**config.mk**
```make
export PLATFORM = sky130hd
export DESIGN_NAME = intc_top
export DESIGN_NICKNAME = d
export VERILOG_FILES = /design/src/rtl/intc_pkg.sv /design/src/rtl/intc_nmi_edge.sv /design/src/rtl/intc_prio_enc.sv /design/src/rtl/intc_wake.sv /design/src/rtl/intc_top.sv
export SDC_FILE = /design/constraint.sdc
export NUM_CORES = 1
export LEC_CHECK = 0
export CAP_MARGIN = 40
export CORE_AREA = 2 2 39 41
export DETAILED_ROUTE_END_ITERATION = 8
export DIE_AREA = 0 0 41 43
export PLACE_DENSITY = 0.64
export RECOVER_POWER = 50
export SKIP_CTS_REPAIR_TIMING = 1
export SLEW_MARGIN = 40
export SYNTH_ARGS = -nofsm -noshare
export SYNTH_HDL_FRONTEND = slang
export SYNTH_SLANG_ARGS = --single-unit
```
**constraint.sdc**
```tcl
create_clock -name clk -period 1.05 [get_ports clk]
set_clock_uncertainty 0.05 [all_clocks]
set_input_delay 0.21 -clock clk [delete_from_list [all_inputs] [get_ports clk]]
set_output_delay 0.21 -clock clk [all_outputs]
set_load 0.05 [all_outputs]
```
**src/rtl/intc_pkg.sv**
```systemverilog
package intc_pkg;
    typedef enum logic [1:0] {
        ST_IDLE,
        ST_NORM,
        ST_NMI,
        ST_NMI_NEST
    } svc_state_t;
endpackage

```
**src/rtl/intc_nmi_edge.sv**
```systemverilog
module intc_nmi_edge #(
    parameter int SYNC_STAGES = 2
) (
    input  logic clk,
    input  logic rst_n,
    input  logic pin_n,
    input  logic clr,
    output logic pend
);
    // sh[0] is the first synchronizer flop, sh[SYNC_STAGES-1] the synced
    // level, sh[SYNC_STAGES] its previous value for the edge detector.
    logic [SYNC_STAGES:0] sh;
    logic                 fall;

    always_ff @(posedge clk or negedge rst_n) begin
        if (!rst_n) sh <= '1;
        else        sh <= {sh[SYNC_STAGES-1:0], pin_n};
    end

    assign fall = sh[SYNC_STAGES] & ~sh[SYNC_STAGES-1];

    always_ff @(posedge clk or negedge rst_n) begin
        if (!rst_n)    pend <= 1'b0;
        else if (fall) pend <= 1'b1;
        else if (clr)  pend <= 1'b0;
    end

    assert_nmi_capture_R2: assert property (@(posedge clk) disable iff (!rst_n)
        fall |=> pend);
    assert_nmi_clear_R3: assert property (@(posedge clk) disable iff (!rst_n)
        (clr && !fall) |=> !pend);
endmodule

```
**src/rtl/intc_prio_enc.sv**
```systemverilog
module intc_prio_enc #(
    parameter int N  = 4,
    parameter int VW = 3
) (
    input  logic [N-1:0]  req,
    output logic          any,
    output logic [VW-1:0] vec
);
    // Bit i is vector i+1; scanning downward leaves the lowest vector.
    always_comb begin
        any = |req;
        vec = '0;
        for (int i = N - 1; i >= 0; i--) begin
            if (req[i]) vec = VW'(i + 1);
        end
    end
endmodule

```
**src/rtl/intc_wake.sv**
```systemverilog
module intc_wake #(
    parameter int N_EXT = 2,
    parameter int N_SRC = 5
) (
    input  logic             clk,
    input  logic             rst_n,
    input  logic [N_SRC-1:0] src_pend,
    input  logic [N_SRC-1:0] stop_mask,
    output logic             wake_wait,
    output logic             wake_stop
);
    logic [N_SRC-1:0] eff_mask;

    for (genvar g = 0; g < N_SRC; g++) begin : g_mask
        if (g >= 1 && g <= N_EXT) begin : g_ext
            assign eff_mask[g] = 1'b1;
        end else begin : g_sel
            assign eff_mask[g] = stop_mask[g];
        end
    end

    assign wake_wait = |src_pend;
    assign wake_stop = |(src_pend & eff_mask);

    assert_stop_subset_R10: assert property (@(posedge clk) disable iff (!rst_n)
        wake_stop |-> wake_wait);
endmodule

```
**src/rtl/intc_top.sv**
```systemverilog
module intc_top #(
    parameter int N_EXT       = 2,
    parameter int N_PER       = 2,
    parameter int SYNC_STAGES = 2
) (
    input  logic                                   clk,
    input  logic                                   rst_n,
    input  logic                                   nmi_n,
    input  logic                                   glob_en,
    input  logic [N_EXT-1:0]                       ext_line,
    input  logic [N_PER-1:0]                       per_flag,
    input  logic [N_PER-1:0]                       per_en,
    input  logic [N_EXT+N_PER:0]                   stop_mask,
    input  logic                                   ack,
    input  logic                                   reti,
    output logic                                   irq_req,
    output logic [$clog2(N_EXT+N_PER+1)-1:0]       irq_vec,
    output logic                                   wake_wait,
    output logic                                   wake_stop
);
    import intc_pkg::*;

    localparam int N_VEC = N_EXT + N_PER;
    localparam int N_SRC = N_VEC + 1;
    localparam int VEC_W = $clog2(N_SRC);

    svc_state_t       state, state_nx;
    logic             nmi_pend, nmi_clr, nmi_ok, take;
    logic [N_VEC-1:0] vec_pend;
    logic             vec_any;
    logic [VEC_W-1:0] enc_vec;

    // Source qualification: external lines first, then peripherals.
    for (genvar e = 0; e < N_EXT; e++) begin : g_ext
        assign vec_pend[e] = ext_line[e] & glob_en;
    end
    for (genvar p = 0; p < N_PER; p++) begin : g_per
        assign vec_pend[N_EXT+p] = per_flag[p] & per_en[p] & glob_en;
    end

    intc_nmi_edge #(.SYNC_STAGES(SYNC_STAGES)) u_nmi (
        .clk(clk), .rst_n(rst_n), .pin_n(nmi_n), .clr(nmi_clr), .pend(nmi_pend)
    );

    intc_prio_enc #(.N(N_VEC), .VW(VEC_W)) u_enc (
        .req(vec_pend), .any(vec_any), .vec(enc_vec)
    );

    intc_wake #(.N_EXT(N_EXT), .N_SRC(N_SRC)) u_wake (
        .clk(clk), .rst_n(rst_n), .src_pend({vec_pend, nmi_pend}),
        .stop_mask(stop_mask), .wake_wait(wake_wait), .wake_stop(wake_stop)
    );

    // State register
    always_ff @(posedge clk or negedge rst_n) begin
        if (!rst_n) state <= ST_IDLE;
        else        state <= state_nx;
    end

    // Next state
    always_comb begin
        state_nx = state;
        unique case (state)
            ST_IDLE: begin
                if (take) state_nx = (irq_vec == '0) ? ST_NMI : ST_NORM;
            end
            ST_NORM: begin
                if (take)      state_nx = ST_NMI_NEST;
                else if (reti) state_nx = ST_IDLE;
            end
            ST_NMI: begin
                if (reti) state_nx = ST_IDLE;
            end
            ST_NMI_NEST: begin
                if (reti) state_nx = ST_NORM;
            end
        endcase
    end

    // Outputs
    always_comb begin
        nmi_ok  = (state == ST_IDLE) || (state == ST_NORM);
        irq_req = (nmi_pend && nmi_ok) || ((state == ST_IDLE) && vec_any);
        irq_vec = (nmi_pend && nmi_ok) ? '0 : enc_vec;
        take    = ack && irq_req;
        nmi_clr = take && (irq_vec == '0);
    end

    assert_nmi_no_reenter_R4: assert property (@(posedge clk) disable iff (!rst_n)
        ((state == ST_NMI) || (state == ST_NMI_NEST)) |-> !irq_req);
    assert_no_preempt_R5: assert property (@(posedge clk) disable iff (!rst_n)
        ((state == ST_NORM) && irq_req) |-> (irq_vec == '0));
    assert_nmi_first_R2: assert property (@(posedge clk) disable iff (!rst_n)
        (nmi_pend && (state == ST_IDLE)) |-> (irq_req && (irq_vec == '0)));
    assert_vec_range_R6: assert property (@(posedge clk) disable iff (!rst_n)
        irq_req |-> (irq_vec <= VEC_W'(N_VEC)));
    assert_reti_inner_R8: assert property (@(posedge clk) disable iff (!rst_n)
        ((state == ST_NMI_NEST) && reti) |=> (state == ST_NORM));
    assert_wait_wake_R9: assert property (@(posedge clk) disable iff (!rst_n)
        irq_req |-> wake_wait);
endmodule

```
---- Yosys cells after proc, flatten, opt, wreduce, memory -nomap -nowiden ----
Cells that the tools add are included.
Widths: inputs -> output; s select.
word-level totals
  register bits after elaboration ......... 6
  output and inout port bits .............. 6
  logic and storage cells ................. 43
operators by class
  equality and inequality tests ........... 5
  muxes and demuxes ....................... 13
  bitwise operators ....................... 9
  reductions and logical operators ........ 13
operators with widths
  operator            number
  $mux 3              5
  $mux 2              5
  $reduce_or 5->1     2
  $pmux 2 s4          1
  $and 1x1->1         7
  $and 5x5->5         1
  $eq 2x2->1 const B  2
  $logic_and 1x1->1   4
  $ne 2x2->1 const B  2
  $reduce_or 4->1     1
  $logic_not 3->1     1
  $eq 2x1->1 const B  1
  $logic_not 2->1     1
  $logic_or 1x1->1    2
  $mux 1              2
  $reduce_and 2->1    1
  $reduce_bool 2->1   1
  $not 1->1           1

---- Logic depth before layout (Yosys ltp) ----
Gate-level depths: netlist of the first run.
  depth after elaboration ................. 11
  mapped depth ............................ 3

---- Hierarchy ----
Synthesis of the first run repeated with hierarchy kept, for this count alone.
second synthesis, totals
  cells, all modules ...................... 44
  area, all modules ....................... 382.9 um2
by module, submodules not included
  module         instances  cells an instance  area an instance (um2)  seq. area each (um2)
  intc_top       1          24                 187.7                   50.0
  intc_nmi_edge  1          7                  123.9                   103.8
  intc_prio_enc  1          7                  42.5                    0.0
  intc_wake      1          6                  28.8                    0.0

---- Least setup slack after synthesis of the first run ----
OpenSTA, ideal clock, no wires.
  path kind ............................... register to output
  start ................................... reg u_nmi.pend
  end ..................................... out irq_vec[2]
  arrival time ............................ 1.699 ns
  data required time ...................... 0.790 ns
  setup slack ............................. -0.909 ns
  cell stages (with the launch flop) ...... 4
  cell sequence ........................... dfrtp_1 inv_1 o21ai_0 nor3_1
on the way
  word-level cells in the longest chain between the ends .. 2
RTL lines
  element                 line                 source
  from (decl)             intc_nmi_edge.sv:8   output logic pend
  from (signal assigned)  intc_nmi_edge.sv:23  if (!rst_n) pend <= 1'b0;
  from (signal assigned)  intc_nmi_edge.sv:24  else if (fall) pend <= 1'b1;
  from (signal assigned)  intc_nmi_edge.sv:25  else if (clr) pend <= 1'b0;
  $logic_and 1x1->1       intc_top.sv:84       irq_vec = (nmi_pend && nmi_ok) ? '0 : enc_vec;
  $mux 3                  intc_top.sv:84
  to (decl)               intc_top.sv:17       output logic [$clog2(N_EXT+N_PER+1)-1:0] irq_vec,
Every way passes these cells.

---- Final worst setup path of the first run ----
  start ................................... reg u_nmi.pend
  end ..................................... out irq_vec[1]
Same word-level chain as after synthesis.

==> impl_results.md, run 1 <==
- Worst-Margin Slew: 252.0 ps
- Final #Nets: 92
- P&R area growth vs syn: 145.9%
- DP HPWL: 812.3 µm
- Pin count of the biggest net entering global routing: 7
- Routed met2 length: 524 µm
- Port Buf Inserts: 20
- Number of synthesized flops with an enable pin: 0
- Async SR Flop Fraction: 1.000
- Final Cycle Share: 1.373
- Cell family with most CP delay: flip-flops
- Yosys warning total: 0
- Post-route ant nets: 0
- CTS buffer count: 3
- Sw Share: 0.3314
- CORE AREA: 1384 µm²
- H-Tree Depth: 1
- Synth Register Bits: 6
- Violations in the final reports: setup timing
- First-pass DRT Iterations: 1
- Max-Cap Viols: 0
- Most frequent cells in the layout: buf_4 (13), nand2_1 (5), dlymetal6s2s_1 (5), clkdlybuf4s50_1 (4), buf_6 (4)
- Clock power share: 0.226
- DR WL/cell: 11.08 µm
- Synthesized area per cell: 9.259 µm²
- Max incr delay on CP: 400 ps
- Syn Inst Count: 35
- Grt total ovfl: 0
- RSZ-0062 raised after global routing: yes
- Placement Setup Slack: -692.5 ps
- Die height: 43 µm
- CTS clk-pin slew, worst paths: 50 ps
- Reg area: 155.1 µm²
- Top Ports: 23
- Crit end category: primary output
- CP required: 790 ps
- Initial core utilization: 0.2342
- Max rail drop VDD: 0.8521 mV
- FF-to-FF path depth: 3
- Worst skew pair latency: 240 ps
- Fill cells: 128
- Reg power frac: 0.295
- Drt drc: 0
- Total GRT Usage: 0.1108
- DR top layer: met3
- N_diodes: 0
- Seq/Total Area, Yosys: 0.4749
- Setup_tns: -2255 ps
- CTS tree: yes
- DR WL met3: 101 µm
- Commonest non-fill, non-tap cell in the layout: buf_4
- Layout cells sized above 1: 0.5811
- CTS Sinks: 6
- Mapped cell area: 324.1 µm²
- Met1 wire length: 371 µm
- Startpoint types: register
- Outcome: finished with violations
- Comb power frac: 0.479
- DIE AREA: 1763 µm²
- Min-Delay Path Class: primary input to asynchronous set/reset pin
- Vias per cell: 4.600
- Fin. Hold Viols: 0
- Vias in the first global route: 372
- Vias: 414
- Pwr Total: 0.9895 mW
- 1st-iter DRT viols: 0
- Critical path depth: 4
- First-pass GRT wire length: 1324 µm
- Setup-failing EPs final: 7
- FMAX: 0.6937 GHz
- Area occupied by multi-input gates: 229.0 µm²
- Placement Cell Area: 691.9 µm²
- Clock buffer depth: 2
- Min cycle time layout: 1441 ps
- Slew Limit Fails: 0
- Critical path cell sequence: inv_2, o21ai_4, nor3_4, buf_12
- Top_reg_cell synth: dfstp_2
- Crit Path Max Fanout: 3
- Mapped Nets: 52
- Initial antenna violation count: 0
- # rows: 14
- Gpl congestion: 0.7123
- Pleak: 0.3949 nW
- Net Sw Power: 0.3279 mW
- Max stage delay cell, worst path: dfrtp_1
- Crit path DAT: 1180 ps
- Pwr/cell area: 1241 nW/µm²
- CP Buf/Inv Count: 2
- Routed wire length: 997 µm
- DIE WIDTH: 41 µm
- Internal Power: 0.6616 mW
- Design area: 797.0 µm²
- Worst relative slew slack: 0.8314
- Yosys cell types: 21
- Final worst slack: -391.5 ps
- Root Buffer: clkbuf_4
- WS Path Type: register to primary output
==> synthesized netlist by cell type, types with 2 or more instances <==
library cell	instances	area [µm²]
a21oi_1	2	10.01
dfrtp_1	3	75.07
dfstp_2	3	78.83
inv_1	3	11.26
nand2_1	5	18.77
nor3_1	2	10.01
o21ai_0	3	15.01
==> metal layers <==
layer  GRT usage  vias up
li1            -      204
met2      0.2000       20
met1      0.1070      190
met5           0        -
met4     0.02000        0
met3     0.05236        0
==> flip-flops by register name, indices dropped and copies added (netlist names) <==
| register | cells |
|---|---|
| state | 2 |
| u_nmi.pend | 1 |
| u_nmi.sh | 3 |
==> layout make-up <==
type / count / share of cell area
timing repair buffer: 35 / 0.4458
inverter: 3 / 0.01413
tap: 16 / 0.02512
clock buffer: 4 / 0.03297
sequential: 6 / 0.1947
multi-input combinational: 26 / 0.2873
==> path summary, 6_finish.rpt <==
kind	end	start	slack, ps
worst max-delay path	irq_vec[1]	u_nmi.pend	-390
worst min-delay path	u_nmi.pend	rst_n	220
worst max register to register	state[0]	u_nmi.pend	-100
worst min register to register	u_nmi.sh[2]	u_nmi.sh[1]	300
max in group asynchronous	u_nmi.sh[1]	rst_n	460
min in group clk	u_nmi.sh[2]	u_nmi.sh[1]	300
==> power by group through the flow <==
stage                     clock, mW  combinational [mW]  sequential (mW)
after floorplan                   0               0.196            0.293
after global placement            0               0.400            0.295
after detailed placement          0               0.406            0.298
after CTS                     0.236               0.407            0.296
after global routing          0.242               0.502            0.295
final                         0.224               0.474            0.292
==> per-stage QoR <==
step           hold WS [ps]    util  std cells
2_1_floorplan        -135.6       -         35
3_3_place_gp          296.9  0.5000         82
3_5_place_dp          301.3  0.5000         82
4_1_cts               145.2  0.5190         86
5_1_grt               238.6  0.5759         90
6_report              215.9  0.5759         90
==> cells by family (layout without fill, tap and decap cells) <==
| logic type | Yosys count | in the layout | synth area share |
|---|---|---|---|
| and+or+nand+nor | 14 | 14 | 0.2394 |
| AOI/OAI and AO/OA | 11 | 11 | 0.2201 |
| DFF | 6 | 6 | 0.4749 |
| buffers and inverters | 3 | 42 | 0.03475 |
| muxes | 1 | 1 | 0.03089 |
(Power assumes the default switching activity.)
==> inputs of run 2 (changes only) <==
GPL_ROUTABILITY_DRIVEN = 0   (was default)
==> results of run 2 <==
The final DEF is identical to that of run 1; final timing and power are the same.
==> inputs of run 3 (changes only) <==
--- a/config.mk
+++ b/config.mk
@@ -12,3 +12,3 @@
 export GPL_ROUTABILITY_DRIVEN = 0
-export PLACE_DENSITY = 0.64
+export PLACE_DENSITY = 0.69
 export RECOVER_POWER = 50
@@ -18,2 +18,3 @@
 export SYNTH_HDL_FRONTEND = slang
+export SYNTH_HIERARCHICAL = 1
 export SYNTH_SLANG_ARGS = --single-unit
==> constraint.sdc (replaced) <==
create_clock -name clk -period 1.05 [get_ports clk]
set_clock_uncertainty 0.05 [all_clocks]
set_input_delay 0.1575 -clock clk [delete_from_list [all_inputs] [get_ports clk]]
set_output_delay 0.1575 -clock clk [all_outputs]
set_load 0.05 [all_outputs]
==> impl_results.md, run 3 <==
- Outcome: finished with violations (unchanged)
- Violations in the final reports: setup timing (unchanged)
- Final Cycle Share: 1.321 (was 1.373)
- Clock buffer depth: 2 (unchanged)
- Vias in the first global route: 461 (was 372)
- Total GRT Usage: 0.1618 (was 0.1108)
- Layout cells sized above 1: 0.6707 (was 0.5811)
- Max rail drop VDD: 1.154 mV (was 0.8521 mV)
- Synth top cells by count: nor2_1 (8), and2_1 (4), inv_1 (4) (was nand2_1 (5), dfrtp_1 (3), dfstp_2 (3), inv_1 (3), o21ai_0 (3))
- Crit path DAT: 1180 ps (about the same)
- Setup-failing EPs final: 9 (was 7)
- Seq/Total Area, Yosys: 0.4020 (was 0.4749)
- First-pass DRT Iterations: 2 (was 1)
- Syn Inst Count: 44 (was 35)
- Commonest non-fill, non-tap cell in the layout: buf_4 (unchanged)
- RSZ-0062 raised after global routing: yes (unchanged)
- Min cycle time layout: 1387 ps (was 1441 ps)
- Reg-to-Reg End: u_nmi/pend (was state[0])
- Startpoint types: primary input (was register)
- Pleak: 0.4553 nW (was 0.3949 nW)
- N_diodes: 0 (unchanged)
- DP HPWL: 904.6 µm (was 812.3 µm)
- Non-filler instance count after layout: 98 (was 90)
- 1st-iter DRT viols: 1 (was 0)
- Crit end category: primary output (unchanged)
- Top Ports: 23 (unchanged)
- Pin count of the biggest net entering global routing: 7 (unchanged)
- FF-to-FF path depth: 6 (was 3)
- CTS tree: yes (unchanged)
- Synth top area share: 0.2059 (was 0.2432)
- Placement Setup Slack: -881.8 ps (was -692.5 ps)
- Pwr/cell area: 1968 nW/µm² (was 1241 nW/µm²)
- Largest area contributor in the synthesized netlist: dfstp_2 (unchanged)
- Slew Limit Fails: 0 (unchanged)
- Routed wire length: 1234 µm (was 997 µm)
- Cell with the most instances after synthesis: nor2_1 (was nand2_1)
- Most flops, register: u_nmi/sh (was u_nmi.sh)
- Area occupied by multi-input gates: 322.8 µm² (was 229.0 µm²)
- Grt total ovfl: 0 (unchanged)
- Crit path capture: irq_vec[2] (was irq_vec[1])
- CTS clk-pin slew, worst paths: 50 ps (about the same)
- Setup_tns: -2281 ps (was -2255 ps)
- P&R area growth vs syn: 141.5% (was 145.9%)
- DIE AREA: 1763 µm² (unchanged)
- Reg area: 155.1 µm² (unchanged)
- Mapped Nets: 61 (was 52)
- FMAX: 0.7211 GHz (was 0.6937 GHz)
- Async SR Flop Fraction: 1.000 (unchanged)
- Post-route ant nets: 0 (unchanged)
- Most frequent cells in the layout: buf_4 (12), and2_4 (6), buf_12 (6), clkdlybuf4s50_1 (5), dlymetal6s2s_1 (5) (was buf_4 (13), nand2_1 (5), dlymetal6s2s_1 (5), clkdlybuf4s50_1 (4), buf_6 (4))
- Synth Register Bits: 6 (unchanged)
- Final #Nets: 100 (was 92)
- Worst relative slew slack: 0.8182 (was 0.8314)
- Crit Path Max Fanout: 4 (was 3)
- Final worst slack: -336.8 ps (was -391.5 ps)
- Worst-Margin Slew: 271.9 ps (was 252.0 ps)
- Mapped cell area: 382.9 µm² (was 324.1 µm²)
- Fin. Hold Viols: 0 (unchanged)
- Dpl cells: 91 (was 82)
- DIE WIDTH: 41 µm (unchanged)
- Fin Hold WS: 165.5 ps (was 215.9 ps)
- Vias: 455 (was 414)
- Yosys warning total: 6 (was 0)
- CTS buffer count: 3 (unchanged)
- Number of flip-flops under the largest register name: 3 (unchanged)
- Worst skew pair latency: 250 ps (was 240 ps)
- Top_reg_cell synth: dfstp_2 (unchanged)
- CTS Sinks: 6 (unchanged)
- Die height: 43 µm (unchanged)
- Vias per cell: 4.643 (was 4.600)
- Largest regs: u_nmi/sh (3), state (2), u_nmi/pend (1) (was u_nmi.sh (3), state (2), u_nmi.pend (1))
- WS Path Type: primary input to primary output (was register to primary output)
- # rows: 14 (unchanged)
- Yosys cell types: 22 (was 21)
- Worst Setup SP: glob_en (was u_nmi.pend)
- DR WL/cell: 12.59 µm (was 11.08 µm)
- Fill cells: 100 (was 128)
- Number of synthesized flops with an enable pin: 0 (unchanged)
- R2r setup slk: -130 ps (was -100 ps)
- Synthesized area per cell: 8.702 µm² (was 9.259 µm²)
- H-Tree Depth: 1 (unchanged)
- Start of the worst register-to-register path: state[1] (was u_nmi.pend)
- CORE AREA: 1384 µm² (unchanged)
- Root Buffer: clkbuf_4 (unchanged)
- Max-Cap Viols: 0 (unchanged)
- Dominant cells by area after synthesis: dfstp_2 (21%), dfrtp_1 (20%), nor2_1 (7.8%) (was dfstp_2 (24%), dfrtp_1 (23%), nand2_1 (5.8%))
- Min-Delay Path Class: primary input to asynchronous set/reset pin (unchanged)
- Initial core utilization: 0.2767 (was 0.2342)
- Port Buf Inserts: 20 (unchanged)
- CP required: 840 ps (was 790 ps)
- First-pass GRT wire length: 1952 µm (was 1324 µm)
- Drt drc: 0 (unchanged)
- Initial antenna violation count: 0 (unchanged)
## run 3: cell count changes in the layout (fill, tap and decap cells not counted), sizes merged, moves of 2 or more
cell	change
o21ai	-2
and3	+2
and2	+5
nor2	+7
clkbuf	-2
nand2	-2
## run 3: per-stage QoR
| step | instance area [µm²] | util | power [mW] |
|---|---|---|---|
| finish | 924.6 | 0.6682 | 1.820 |
| detailed placement | 780.7 | 0.5642 | 1.376 |
| global route | 924.6 | 0.6682 | 1.922 |
| CTS | 807.0 | 0.5832 | 1.615 |
| global placement | 780.7 | 0.5642 | 1.356 |
| floorplan | 417.9 | - | 0.8430 |
## run 3: logic make-up after synthesis
kind of cell | share of synthesized area
flip-flops | 0.4020
AO/OA/AOI/OAI | 0.1666
AND/OR/NAND/NOR | 0.3921
buffers and inverters | 0.03920
## run 3: final cells by class
class	instances	area share
repair buffers	34	0.4168
clock buffers	4	0.02842
well taps	16	0.02165
inverters	4	0.01624
flip-flops and latches	6	0.1678
multi-input cells	34	0.3491
## run 3: per-layer routing
layer	track usage	part of all wire	up-vias
met3	0.07330	0.042	4
met1	0.2007	0.38	212
li1	-	-	226
met2	0.2438	0.56	13
met4	0.04667	0.017	0
met5	0	0	-
## run 3: worst min-delay path by stage
stage / startpoint / to / slack (ps) / cells past startpoint
finish: rst_n / state[1] / 170 / 1
global route: rst_n / state[1] / 180 / 1
CTS: rst_n / u_nmi/pend / 100 / 1
detailed placement: u_nmi/sh[0] / u_nmi/sh[1] / 300 / 0
global placement: u_nmi/sh[0] / u_nmi/sh[1] / 300 / 0
floorplan: rst_n / state[0] / -190 / 0
## run 3: worst max-delay path: stages
cell	delay (ps)
buf_8	100
and2_4	170
buf_6	120
nor4b_4	300
and2_4	200
buf_12	130
## run 3: report_power, final
| group | internal, mW | switching (mW) |
|---|---|---|
| combinational | 0.667 | 0.564 |
| clock | 0.144 | 0.0882 |
| sequential | 0.290 | 0.0662 |
